`src/rtl/afe_pkg.sv`:
```
package afe_pkg;

    typedef enum logic [3:0] {
        K_LDB    = 4'd0,
        K_LDUB   = 4'd1,
        K_STB    = 4'd2,
        K_LDH    = 4'd3,
        K_LDUH   = 4'd4,
        K_STH    = 4'd5,
        K_LDW    = 4'd6,
        K_STW    = 4'd7,
        K_LOCK   = 4'd8,
        K_UNLOCK = 4'd9
    } acc_kind_e;

    typedef enum logic [1:0] {
        SZ_NONE,
        SZ_BYTE,
        SZ_HALF,
        SZ_WORD
    } acc_size_e;

    typedef struct packed {
        logic sm;
        logic ie;
        logic c;
    } psw_t;

    typedef struct packed {
        logic rd;
        logic wr;
    } strobe_t;

    function automatic acc_size_e size_of(input acc_kind_e k);
        case (k)
            K_LDB, K_LDUB, K_STB:            size_of = SZ_BYTE;
            K_LDH, K_LDUH, K_STH:            size_of = SZ_HALF;
            K_LDW, K_STW, K_LOCK, K_UNLOCK:  size_of = SZ_WORD;
            default:                         size_of = SZ_NONE;
        endcase
    endfunction

    function automatic strobe_t dir_of(input acc_kind_e k);
        strobe_t s;
        s = '0;
        case (k)
            K_LDB, K_LDUB, K_LDH, K_LDUH, K_LDW, K_LOCK: s.rd = 1'b1;
            K_STB, K_STH, K_STW, K_UNLOCK:               s.wr = 1'b1;
            default:                                     s = '0;
        endcase
        return s;
    endfunction

    function automatic logic is_misaligned(input acc_size_e sz, input logic [1:0] lo);
        case (sz)
            SZ_HALF: is_misaligned = lo[0];
            SZ_WORD: is_misaligned = |lo;
            default: is_misaligned = 1'b0;
        endcase
    endfunction

    function automatic psw_t entry_psw(input psw_t cur);
        psw_t n;
        n.sm = cur.sm;
        n.ie = 1'b0;
        n.c  = 1'b0;
        return n;
    endfunction

endpackage

```
`src/rtl/afe_access_arbiter.sv`:
```
module afe_access_arbiter
    import afe_pkg::*;
(
    input  logic       acc_valid,
    input  logic [3:0] acc_kind,
    input  logic [1:0] addr_lo,
    input  logic       rte_strobe,
    input  logic       irq_req,
    input  logic       irq_en,
    output logic       fault,
    output strobe_t    strobe,
    output logic       irq_take
);
    acc_kind_e kind;
    acc_size_e size;
    strobe_t   dir;
    logic      live;

    always_comb begin
        kind  = acc_kind_e'(acc_kind);
        size  = size_of(kind);
        dir   = dir_of(kind);
        live  = acc_valid && !rte_strobe && (size != SZ_NONE);
        fault = live && is_misaligned(size, addr_lo);
        strobe = (live && !fault) ? dir : '0;
        irq_take = irq_req && irq_en && !fault && !rte_strobe;
    end
endmodule

```
`src/rtl/afe_backup_bank.sv`:
```
module afe_backup_bank
    import afe_pkg::*;
#(
    parameter int XLEN = 32
) (
    input  logic            clk,
    input  logic            rst,
    input  logic            capture,
    input  logic [XLEN-1:0] pc_in,
    input  psw_t            psw_in,
    output logic [XLEN-1:0] bpc,
    output psw_t            bpsw
);
    always_ff @(posedge clk) begin
        if (rst) begin
            bpc  <= '0;
            bpsw <= '0;
        end else if (capture) begin
            bpc  <= pc_in;
            bpsw <= psw_in;
        end
    end
endmodule

```
`src/rtl/afe_redirect_gen.sv`:
```
module afe_redirect_gen
    import afe_pkg::*;
#(
    parameter int              XLEN       = 32,
    parameter int              ALIGN_BITS = 2,
    parameter logic [XLEN-1:0] VEC_ADDR   = 32'h0000_0030
) (
    input  logic            clk,
    input  logic            rst,
    input  logic            enter,
    input  logic            leave,
    input  psw_t            psw_cur,
    input  psw_t            psw_saved,
    input  logic [XLEN-1:0] pc_saved,
    output logic            redirect,
    output logic [XLEN-1:0] redirect_pc,
    output logic            psw_we,
    output psw_t            psw_nx
);
    localparam logic [XLEN-1:0] ALIGN_MASK = ~((XLEN'(1) << ALIGN_BITS) - XLEN'(1));

    always_ff @(posedge clk) begin
        if (rst) begin
            redirect    <= 1'b0;
            redirect_pc <= '0;
            psw_we      <= 1'b0;
            psw_nx      <= '0;
        end else begin
            redirect <= enter || leave;
            psw_we   <= enter || leave;
            if (leave) begin
                redirect_pc <= pc_saved & ALIGN_MASK;
                psw_nx      <= psw_saved;
            end else if (enter) begin
                redirect_pc <= VEC_ADDR;
                psw_nx      <= entry_psw(psw_cur);
            end
        end
    end
endmodule

```
`src/rtl/align_fault_ctrl.sv`:
```
module align_fault_ctrl
    import afe_pkg::*;
#(
    parameter int              XLEN     = 32,
    parameter logic [XLEN-1:0] VEC_ADDR = 32'h0000_0030
) (
    input  logic            clk,
    input  logic            rst,
    input  logic            acc_valid,
    input  logic [3:0]      acc_kind,
    input  logic [XLEN-1:0] acc_addr,
    input  logic [XLEN-1:0] cur_pc,
    input  logic            psw_sm,
    input  logic            psw_ie,
    input  logic            psw_c,
    input  logic            irq_req,
    input  logic            rte_strobe,
    output logic            mem_rd,
    output logic            mem_wr,
    output logic            fault_taken,
    output logic            irq_take,
    output logic            redirect,
    output logic [XLEN-1:0] redirect_pc,
    output logic            psw_we,
    output logic            psw_sm_nx,
    output logic            psw_ie_nx,
    output logic            psw_c_nx,
    output logic            bk_sm,
    output logic            bk_ie,
    output logic            bk_c,
    output logic [XLEN-1:0] bpc
);
    localparam int ALIGN_BITS = 2;

    psw_t    psw_live;
    psw_t    psw_shadow;
    psw_t    psw_next;
    strobe_t strobe;
    logic    fault;

    assign psw_live = '{sm: psw_sm, ie: psw_ie, c: psw_c};

    afe_access_arbiter u_arb (
        .acc_valid (acc_valid),
        .acc_kind  (acc_kind),
        .addr_lo   (acc_addr[ALIGN_BITS-1:0]),
        .rte_strobe(rte_strobe),
        .irq_req   (irq_req),
        .irq_en    (psw_ie),
        .fault     (fault),
        .strobe    (strobe),
        .irq_take  (irq_take)
    );

    afe_backup_bank #(.XLEN(XLEN)) u_bank (
        .clk    (clk),
        .rst    (rst),
        .capture(fault),
        .pc_in  (cur_pc),
        .psw_in (psw_live),
        .bpc    (bpc),
        .bpsw   (psw_shadow)
    );

    afe_redirect_gen #(
        .XLEN      (XLEN),
        .ALIGN_BITS(ALIGN_BITS),
        .VEC_ADDR  (VEC_ADDR)
    ) u_redir (
        .clk        (clk),
        .rst        (rst),
        .enter      (fault),
        .leave      (rte_strobe),
        .psw_cur    (psw_live),
        .psw_saved  (psw_shadow),
        .pc_saved   (bpc),
        .redirect   (redirect),
        .redirect_pc(redirect_pc),
        .psw_we     (psw_we),
        .psw_nx     (psw_next)
    );

    assign mem_rd      = strobe.rd;
    assign mem_wr      = strobe.wr;
    assign fault_taken = fault;
    assign psw_sm_nx   = psw_next.sm;
    assign psw_ie_nx   = psw_next.ie;
    assign psw_c_nx    = psw_next.c;
    assign bk_sm       = psw_shadow.sm;
    assign bk_ie       = psw_shadow.ie;
    assign bk_c        = psw_shadow.c;
endmodule

```
`config.mk`:
```
export PLATFORM = sky130hd
export DESIGN_NAME = align_fault_ctrl
export DESIGN_NICKNAME = d
export VERILOG_FILES = /design/src/rtl/afe_pkg.sv /design/src/rtl/afe_access_arbiter.sv /design/src/rtl/afe_backup_bank.sv /design/src/rtl/afe_redirect_gen.sv /design/src/rtl/align_fault_ctrl.sv
export SDC_FILE = /design/constraint.sdc
export NUM_CORES = 1
export LEC_CHECK = 0
export BUFFER_PORTS_ARGS = -buffer_cell sky130_fd_sc_hd__buf_2
export CAP_MARGIN = 20
export CORE_ASPECT_RATIO = 0.5
export CORE_MARGIN = 2
export CORE_UTILIZATION = 40
export DETAILED_ROUTE_END_ITERATION = 10
export PLACE_DENSITY_LB_ADDON = 0.12
export SLEW_MARGIN = 20
export SYNTH_ARGS = -nofsm -noshare
export SYNTH_HDL_FRONTEND = slang
export SYNTH_SLANG_ARGS = --single-unit
export TNS_END_PERCENT = 10
```
`constraint.sdc`:
```
create_clock -name clk -period 1.35 [get_ports clk]
set_clock_uncertainty 0.05 [all_clocks]
set_input_delay 0.0675 -clock clk [delete_from_list [all_inputs] [get_ports clk]]
set_output_delay 0.0675 -clock clk [all_outputs]
set_load 0.05 [all_outputs]
```
==> results.md <==
- Outcome: finished clean
- Post-route cell area: 4390 sq um
- Cell area after synthesis: between 2000 and 3000 sq um
- Port bufs: around 120
- CTS Buffer Depth: 2
- Most common cell after layout, fill and taps aside: buf_2
- Final WL: about 8900 microns
- Die ar.: a little under 8000 sq um
- Critical path data required time: roughly 1200 ps
- Die Width: 124 microns
- Post-synth EDFFs: 0
- Hpwl dp: approximately 5800 microns
- Reg clk slew, reported paths: 50 ps
- Post-Route Setup TNS: 0 ps
- Avg WL per Cell: between 10 and 15 microns
- RSZ-0062 raised after global routing: true
- FILL cells: 597
- I/O pins: between 150 and 200
- GR Util met1: 32.4%
- Maximum clock rate: about 0.76 GHz
- Seq cells post-synth: around 70
- Global-route wire length before repair: 14100 microns
- Vias per inst: around 5.2
- Routability-driven placement congestion ratio: between 0.7 and 0.8
- Via count: 3129
- Root buffer cell: clkbuf_16
- Crit Path Class: input pin to output pin
- # setup viols final: 0
- Slew Viols, Final: 0
- Main synth FF type: dfxtp_1
- Num rows: 21
- Final hold vios: 0
- Max Cap Viol: 0
- Crit path buf inv count: 3
- # placed instances: between 500 and 600
- 1st-pass router iterations: 4
- Layout cells sized above 1: approximately a third
- Delay-heaviest family, CP: simple AND/OR/NAND/NOR gates
- Setup WS pre-CTS: -141 ps
- Grt met2 use: 34.9%
- Leak: 1.89 nW
- CP dominant cell by count: buf_6
- Final Core Density: between 60% and 70%
- Die height: roughly 64 microns
- Total core area: between 6000 and 7000 sq um
- Asr flop ratio synth: 0%
- Grt ovf: 0
- Critical-path maximum fanout: 4
- Critical path arrival: about 1200 ps
- Peak supply drop: approximately 0.00068 V
- PD cells: 1130 nW/um^2
- Total power: 4.99 mW
- Initial Util: between 40% and 50%
- Adder-cell share of the synthesized area: 0%
- Synth Area in Compound Gates: 23.3%
- GRT Overall Usage: 22.9%
- Placed cell areas: approximately 3700 sq um
- Total Nets Final: 577
- Most frequent cells in the layout: 110 x buf_2, 69 x dfxtp_1, 35 x o21ai_0, 35 x nand3_1, 35 x a21oi_1
- Crit path time final: between 1000 and 1500 ps
- Seq/Total Area, Yosys: roughly half
- Top Usage Layer GRT: met2
- Post-Synth XOR/XNOR Area: 0%
- DR DRC count: 0
- Clock latency on the worst-skew pair: around 320 ps
- Htree depth: 3
- Initial antenna violation count: 0
- Hold slack: 87.1 ps
- Post-route ant nets: 0
- # diodes: 0
- Largest family of logic cells by synthesized area: compound AO/OA/AOI/OAI gates
- Syn Area/Cell: roughly 8.4 sq um
- Slowest cell on the critical path: a32o_2
- Final WS setup: roughly 30 ps
- Max incr delay on CP: ~300 ps
- Startpoint Class: input pin
- CTS Buf Count: 9
- Post-Synthesis Cells: 342
- Mux cell area share after synthesis: 0%
- Number of global-route vias before repair: between 2000 and 3000
- Final Cycle Share: just under 100%
- Post-synth cell types: 35
- Met3 Resource Use GR: 6.34%
- Cell chain of the critical path: buf_6 -> or2_4 -> a32o_2 -> nor2_4 -> inv_4 -> nor3_4 -> buf_6
- Area grow syn2layout: 52.9%
- Worst min-delay path class: input pin to flip-flop
- Drt initial violations: 184
- Clock tree from TritonCTS: built
- Non-filler instance count after layout: 598
- Post-Synth Simple-Gate Area: between 20% and 30%
- Clock Sinks: between 60 and 70
- Crit path capture type: output pin
- Synth warnings: 0
- Largest net degree at the start of global routing: 101
[cells in the mapped netlist, types with 3 or more instances]
cell type / count / area (sq um)
a21oi_1: 36 / 180
buf_2: 7 / 35.0
buf_4: 4 / 30.0
clkbuf_1: 24 / 90.1
clkbuf_2: 3 / 15.0
dfxtp_1: 69 / 1380
inv_1: 4 / 15.0
nand2_1: 31 / 116
nand3_1: 35 / 175
nand3b_1: 30 / 225
nor2_1: 4 / 15.0
o21ai_0: 35 / 175
o21ai_1: 4 / 20.0
o22ai_1: 30 / 188
[final cells by class]
type                       count  area (sq um)  share of cell area [%]
clock inverter                 4          23.8                   0.541
timing repair buffer         185          1260                    28.7
sequential                    69          1380                    31.4
multi-input combinational    231          1340                    30.6
inverter                       5          21.3                   0.484
tap                           92           115                    2.62
clock buffer                  12           246                    5.61
[tightest hold or removal path, delay by kind of cell]
| kind | cells | cell delay [ps] |
|---|---|---|
| AOI/OAI and AO/OA | 2 | 170 |
| and+or+nand+nor | 1 | 110 |
| buffers and inverters | 1 | 70 |
[final timing paths]
kind / from / end / slack [ps] / cells after the start
worst max register to register: u_redir.psw_nx[2] / u_redir.psw_nx[2] / 420 / 4
worst min register to register: u_bank.bpc[0] / u_bank.bpc[0] / 430 / 2
worst min-delay path: psw_sm / u_redir.psw_nx[2] / 90 / 4
worst max-delay path: acc_addr[1] / irq_take / 30 / 7
[sequential cells by signal, indices dropped and copies added (netlist names)]
| signal | count |
|---|---|
| u_redir.psw_we | 1 |
| u_redir.redirect_pc | 30 |
| u_bank.bpsw | 3 |
| u_redir.psw_nx | 3 |
| u_bank.bpc | 32 |
[per-layer routing]
metal  vias up  wire length, microns  share of wire, %
met5         -                     0                 0
met4         0                    42              0.47
met3         4                   462               5.2
met2       103                  4080                46
met1      1476                  4270                48
li1       1546                     -                 -
[timing repair]
item                                   4_1_cts  5_1_grt
gates resized for setup                      7       13
hold buffers                                34        0
setup endpoints to repair                    3        2
pin swaps                                    1        3
endpoints found under the hold margin       34        0
buffers inserted                             1        2
[logic make-up (layout without fill, tap and decap cells)]
group	count (synthesis)	in the layout
other	1	2
AND/OR/NAND/NOR	112	112
flip-flops	69	69
buffers and inverters	43	206
AO/OA/AOI/OAI	117	117
[where the power goes]
part / total [mW] / switching (mW) / internal, mW / leakage [nW]
logic: 0.755 / 0.461 / 0.294 / 1.19
registers: 2.12 / 0.0344 / 2.09 / 0.558
clock network: 2.11 / 0.821 / 1.29 / 0.136
Note: power is estimated with default switching activity, not from simulation.
